### config.mk
export PLATFORM = sky130hd
export DESIGN_NAME = spi_sclk_divider
export DESIGN_NICKNAME = d
export VERILOG_FILES = /design/src/rtl/sdiv_pkg.sv /design/src/rtl/sdiv_term.sv /design/src/rtl/sdiv_fsm.sv /design/src/rtl/spi_sclk_divider.sv
export SDC_FILE = /design/constraint.sdc
export NUM_CORES = 1
export LEC_CHECK = 0
export BUFFER_PORTS_ARGS = -buffer_cell sky130_fd_sc_hd__buf_4
export CAP_MARGIN = 5
export CORE_MARGIN = 3
export CORE_UTILIZATION = 53
export DETAILED_ROUTE_END_ITERATION = 12
export PLACE_DENSITY = 0.76
export RECOVER_POWER = 50
export SYNTH_ARGS = -nofsm -noshare
export SYNTH_HDL_FRONTEND = slang
export SYNTH_SLANG_ARGS = --single-unit
### constraint.sdc
create_clock -name clk -period 2.15 [get_ports clk]
set_clock_uncertainty 0.1 [all_clocks]
set_input_delay 0.215 -clock clk [delete_from_list [all_inputs] [get_ports clk]]
set_output_delay 0.215 -clock clk [all_outputs]
set_load 0.005 [all_outputs]
### src/rtl/sdiv_pkg.sv
package sdiv_pkg;
    typedef enum logic [1:0] {
        S_IDLE = 2'd0,
        S_LOW  = 2'd1,
        S_HIGH = 2'd2,
        S_BYP  = 2'd3
    } sdiv_state_e;
endpackage

### src/rtl/sdiv_term.sv
// Converts the programmed law and field into a terminal count (half-period - 1).
module sdiv_term #(
    parameter int LIN_W = 8,
    parameter int EXP_W = 4,
    parameter int CNT_W = 14
) (
    input  logic             lin_mode,
    input  logic [LIN_W-1:0] lin_div,
    input  logic [EXP_W-1:0] pow_exp,
    output logic [CNT_W-1:0] term,
    output logic             byp
);
    logic [CNT_W:0] pow_half;

    always_comb begin
        pow_half = '0;
        if (pow_exp != '0) begin
            pow_half = ((CNT_W+1)'(1) << (pow_exp - EXP_W'(1))) - (CNT_W+1)'(1);
        end
        byp = !lin_mode && (pow_exp == '0);
        if (lin_mode) begin
            term = CNT_W'(lin_div);
        end else begin
            term = pow_half[CNT_W-1:0];
        end
    end
endmodule

### src/rtl/sdiv_fsm.sv
// Phase state machine: counts half-periods, loads settings only at period boundaries.
module sdiv_fsm
    import sdiv_pkg::*;
#(
    parameter int CNT_W = 14
) (
    input  logic             clk,
    input  logic             rst,
    input  logic             en,
    input  logic [CNT_W-1:0] cfg_term,
    input  logic             cfg_byp,
    output logic             sclk_q,
    output logic             in_byp,
    output logic             rise_stb,
    output logic             fall_stb
);
    sdiv_state_e      st, st_n;
    logic [CNT_W-1:0] cnt, cnt_n;
    logic [CNT_W-1:0] term_q;
    logic             load;
    logic             at_end;

    assign at_end = (cnt == term_q);

    always_comb begin
        st_n  = st;
        cnt_n = cnt;
        load  = 1'b0;
        if (!en) begin
            st_n  = S_IDLE;
            cnt_n = '0;
        end else begin
            unique case (st)
                S_IDLE: begin
                    load  = 1'b1;
                    cnt_n = '0;
                    st_n  = cfg_byp ? S_BYP : S_LOW;
                end
                S_LOW: begin
                    if (at_end) begin
                        load  = 1'b1;
                        cnt_n = '0;
                        st_n  = cfg_byp ? S_BYP : S_HIGH;
                    end else begin
                        cnt_n = cnt + CNT_W'(1);
                    end
                end
                S_HIGH: begin
                    if (at_end) begin
                        cnt_n = '0;
                        st_n  = S_LOW;
                    end else begin
                        cnt_n = cnt + CNT_W'(1);
                    end
                end
                S_BYP: begin
                    load  = 1'b1;
                    cnt_n = '0;
                    st_n  = cfg_byp ? S_BYP : S_LOW;
                end
                default: begin
                    st_n  = S_IDLE;
                    cnt_n = '0;
                end
            endcase
        end
    end

    // State register
    always_ff @(posedge clk) begin
        if (rst) begin
            st     <= S_IDLE;
            cnt    <= '0;
            term_q <= '0;
        end else begin
            st  <= st_n;
            cnt <= cnt_n;
            if (load) term_q <= cfg_term;
        end
    end

    // Outputs
    always_ff @(posedge clk) begin
        if (rst) sclk_q <= 1'b0;
        else     sclk_q <= (st_n == S_HIGH);
    end

    always_comb begin
        in_byp   = (st == S_BYP);
        rise_stb = en && (in_byp || (st == S_LOW  && at_end));
        fall_stb = en && (in_byp || (st == S_HIGH && at_end));
    end

    AST_IDLE_LOW:    assert property (@(posedge clk) disable iff (rst) !en |=> !sclk_q && !rise_stb);
    AST_RISE_NEXT:   assert property (@(posedge clk) disable iff (rst) (rise_stb && !in_byp && !cfg_byp) |=> sclk_q);
    AST_FALL_NEXT:   assert property (@(posedge clk) disable iff (rst) (fall_stb && !in_byp) |=> !sclk_q);
    AST_STB_EXCL:    assert property (@(posedge clk) disable iff (rst) !in_byp |-> !(rise_stb && fall_stb));
    AST_HOLD_CFG:    assert property (@(posedge clk) disable iff (rst) (st == S_HIGH) |=> $stable(term_q));
    AST_CNT_BOUND:   assert property (@(posedge clk) disable iff (rst) cnt <= term_q);
endmodule

### src/rtl/spi_sclk_divider.sv
module spi_sclk_divider #(
    parameter int LIN_W = 8,
    parameter int EXP_W = 4
) (
    input  logic             clk,
    input  logic             rst,
    input  logic             en,
    input  logic             lin_mode,
    input  logic [LIN_W-1:0] lin_div,
    input  logic [EXP_W-1:0] pow_exp,
    output logic             sclk,
    output logic             rise_stb,
    output logic             fall_stb
);
    localparam int MAX_SH = (1 << EXP_W) - 2;
    localparam int CNT_W  = (MAX_SH > LIN_W) ? MAX_SH : LIN_W;

    logic [CNT_W-1:0] cfg_term;
    logic             cfg_byp;
    logic             sclk_q;
    logic             in_byp;

    sdiv_term #(.LIN_W(LIN_W), .EXP_W(EXP_W), .CNT_W(CNT_W)) u_term (
        .lin_mode (lin_mode),
        .lin_div  (lin_div),
        .pow_exp  (pow_exp),
        .term     (cfg_term),
        .byp      (cfg_byp)
    );

    sdiv_fsm #(.CNT_W(CNT_W)) u_fsm (
        .clk      (clk),
        .rst      (rst),
        .en       (en),
        .cfg_term (cfg_term),
        .cfg_byp  (cfg_byp),
        .sclk_q   (sclk_q),
        .in_byp   (in_byp),
        .rise_stb (rise_stb),
        .fall_stb (fall_stb)
    );

    assign sclk = in_byp ? clk : sclk_q;

    AST_RESET_QUIET: assert property (@(posedge clk) rst |=> !sclk_q);
endmodule

* After elaboration in Yosys (flattened, before gate mapping)
Index checks and enable logic that the tools add are counted.
** Operators by class
- Add/sub/neg operators :: 3
- Equal/unequal tests :: 5
- Shift-type cells :: 1
- Multiplexer cells :: 14
- Bitwise operators :: 1
- Reductions and logical operators :: 14
** Operator list (count)
- $mux W14 :: 3
- $pmux W14 S2 :: 1
- $add A14 B1 Y14 const B :: 1
- $eq A14 B14 Y1 :: 1
- $shl A1 B4 Y14 const A :: 1
- $sub A14 B2 Y14 const B :: 1
- $mux W2 :: 4
- $eq A2 B2 Y1 const B :: 3
- $pmux W2 S3 :: 1
- $reduce_or A2 Y1 :: 3
- $logic_and A1 B1 Y1 :: 5
- $logic_not A4 Y1 :: 1
- $mux W1 :: 4
- $reduce_bool A4 Y1 :: 1
- $sub A4 B1 Y4 const B :: 1
- $eq A2 B1 Y1 const B :: 1
- $logic_not A2 Y1 :: 1
- $logic_or A1 B1 Y1 :: 2
- $pmux W1 S2 :: 1
- $logic_not A1 Y1 :: 1
- $not A1 Y1 :: 1
** Word-level totals
- Bits in registers :: 31
- Bits of input ports :: 16
- Output and inout port bits :: 3

* Logic depth before layout (Yosys ltp)
- Depth in word-level cells :: 7
- Depth in mapped cells :: 11
- Mapped depth without buffers :: 9

* Modules after synthesis
Synthesis repeated with hierarchy kept, for this count alone.
** Unflattened totals
- Cells, all modules :: 242
- Area total of the unflattened synthesis :: 2005.7 um2
** By module, submodules not included
- sdiv_fsm :: instances 1, cells each 177, area each 1574.0 um2
- sdiv_term :: instances 1, cells each 64, area each 416.6 um2
- spi_sclk_divider :: instances 1, cells each 1, area each 15.0 um2

==> results.ini <==
[status]
status=finished, violations left
failed_checks=negative setup slack

[routing]
vias_per_cell=5.64
firstDrtPassIters=4
drt-total-wl_mm=4.72
vias=1840
drtAntennaViolNets=0
wl_per_cell_um=14.5
drt_iter0_markers=133
drcViolationCount=0

[global_route]
grt_max_degree=20
grt_use_met2_pct=38.2
antenna_found_initial=0
grt_pass1_wl_mm=7.50
grt_use_met3_pct=7.14
gr-total-overflow=0
grt_use_total_pct=22.5
grt_pass1_vias=1714
gr-usage-met1_pct=27.0
grt_busiest_layer=met2

[setup_path]
cpPeakStageDelay_ps=370
critical_path.top_delay_family=simple AND/OR/NAND/NOR gates
worst-r2r-cell-count=6
crit_type=reg2out
reg2reg_to=u_fsm.term_q[11]
worst_setup_path_start_kind=flop
worstPathArrival_ps=1870
worstPathCellList=xnor2_2 -> nand4_1 -> nor4_2 -> buf_4 -> a21oi_2 -> nor2b_1 -> buf_4
reg2reg_slack_ps=0
reg2reg_from=u_fsm.term_q[1]
critPathMaxFanout=4
crit_required_ps=1840
cpMostUsedCell=buf_4
critPathSlowestCell=dfxtp_4
critPathLaunch=u_fsm.cnt[8]
path_buf_inv=2
setup.worst_path.end_class=primary output

[timing]
finalSetupTns_ps=-67.8
worst_slack_ps=-36.1
slew_violations=0
rsz0062_at_grt=yes
timing_hold_violations_final=0
finalCriticalPeriod_ps=2190
max_freq_mhz=457
slew_headroom_pct=70.9
tightest_slew_ps=437
setup_viol=3
period_share_pct=102

[die]
io_pins=19
start_util_pct=56.6
die_x_um=66.4
dieArea_mm2=0.00441
std_cell_rows=21
core_region_area_mm2=0.00342
die_h_um=66.4

[placement]
post-place-ws_ps=74.2
dpl.cell_count=305
gp_congestion=0.786
portBuffers=18
hpwlAfterDp_mm=3.30

[synthesis]
syn_area_mm2=0.00193
synth_most_common_cell=dfxtp_1
synth_area_leaders=dfxtp_1 32%, xnor2_1 9.5%, o21ai_0 5.4%
synth_edf_count=0
async_flop_share_pct=0
synth_area_per_cell_um2=7.99
synthFlopType=dfxtp_1
yosysWarningCount=0
synth_top_area_share_pct=32.1
ys_ff_latch=31
synth_seq_area_share_pct=32.1
yosysTopAreaCell=dfxtp_1
syn-num-nets=264
synthCells=242
ys_types=45
synthTopCellsByCount=31 x dfxtp_1, 23 x nor2_1, 21 x o21ai_0, 21 x xnor2_1, 19 x a21oi_1

[pwr]
p_per_area_mw_per_mm2=544
finalPower_w=0.00134
power.static_leakage_nw=0.953
ir_worst_vdd_mv=0.301

[layout]
layout.nets=302
final_util_pct=72.2
seq_area_um2=646
syn_to_final_growth_pct=27.5
nFillCells=265
multi_input_area_mm2=0.00131
antenna_cells=0
layout-drive-gt1-share_pct=32.1
final_cells=326

[flow_run]
cap_violations=0

[min_path]
hp-class=in2reg
min_to=u_fsm.term_q[7]
hold_path_depth=3
holdCritStartpoint=lin_div[7]

[clocking]
insertion_delay_ps=440
cts_tree=built
path_clk_slew_ps=100

-- state kept, by name, indices dropped and copies added (netlist names) --
signal / flops
u_fsm.cnt: 14
u_fsm.st: 2
u_fsm.term_q: 14
u_fsm.sclk_q: 1
-- per-layer routing --
layer | part of all wire, % | wire length [µm]
met5 | 0 | 0
met4 | 1.1 | 53
met3 | 4.5 | 214
met2 | 51 | 2390
met1 | 44 | 2060
-- final cells by class --
type                       count  area share (%)
timing repair buffer          44            13.5
inverter                       9            1.37
multi-input combinational    185            53.1
tap                           46            2.34
clock buffer                  10            3.30
sequential                    31            26.2
clock inverter                 1           0.203
-- power by group --
part | internal (W) | total (W) | switching (W)
Combinational | 0.000147 | 0.000303 | 0.000155
Sequential | 0.000592 | 0.000610 | 0.0000189
Clock | 0.000213 | 0.000428 | 0.000215
-- worst reg2reg max path: stages (launching register included) --
cell     delay (ps)
dfxtp_2         340
xnor2_1         190
nand4_1         160
buf_4           170
o41a_1          470
or4b_4          550
a21oi_2         120
-- per-stage QoR --
step / hold slack (ps) / area [µm²]
global route: -4.89 / 2460
floorplan: 184 / 1940
CTS: 6.17 / 2340
global placement: 325 / 2180
detailed placement: 325 / 2180
finish: 3.26 / 2460
-- worst max path at each step --
stage	endpoint	cells after the start	slack, ps
finish	fall_stb	7	-40
floorplan	u_fsm.term_q[12]	10	90
global route	fall_stb	7	-180
CTS	rise_stb	7	-20
detailed placement	u_fsm.term_q[13]	5	70
global placement	u_fsm.term_q[13]	5	130
-- kinds of logic (layout without fill, tap and decap cells) --
| kind of cell | after synthesis | in the layout | share of synthesized area [%] |
|---|---|---|---|
| multiplexers | 5 | 5 | 2.91 |
| flip-flops | 31 | 31 | 32.1 |
| adder cells (fa/ha/maj) | 6 | 6 | 3.88 |
| AND/OR/NAND/NOR | 86 | 86 | 23.7 |
| XOR/XNOR | 28 | 28 | 12.7 |
| AO/OA/AOI/OAI | 60 | 60 | 19.2 |
| buffers and inverters | 26 | 64 | 5.57 |
-- repair_timing --
item | in CTS | in global routing
setup endpoints to repair | 2 | 6
hold endpoints to repair | 15 | 0
hold buffers | 2 | 0
gates resized for setup | 11 | 22
buffers inserted | 4 | 5
pin swaps | 3 | 11
-- layout by cell type (no fill, tap or decap), drive strengths merged, types with 4 or more instances in the layout --
master / count
mux2: 5
o21ai: 21
inv: 9
nor3: 6
nor2: 23
buf: 42
o2111ai: 4
nand2: 12
nor2b: 4
xnor2: 21
clkbuf: 10
a21oi: 19
dfxtp: 31
and3: 6
nand4: 8
ha: 6
xor2: 7
nand3: 8
(Power assumes the default switching activity.)
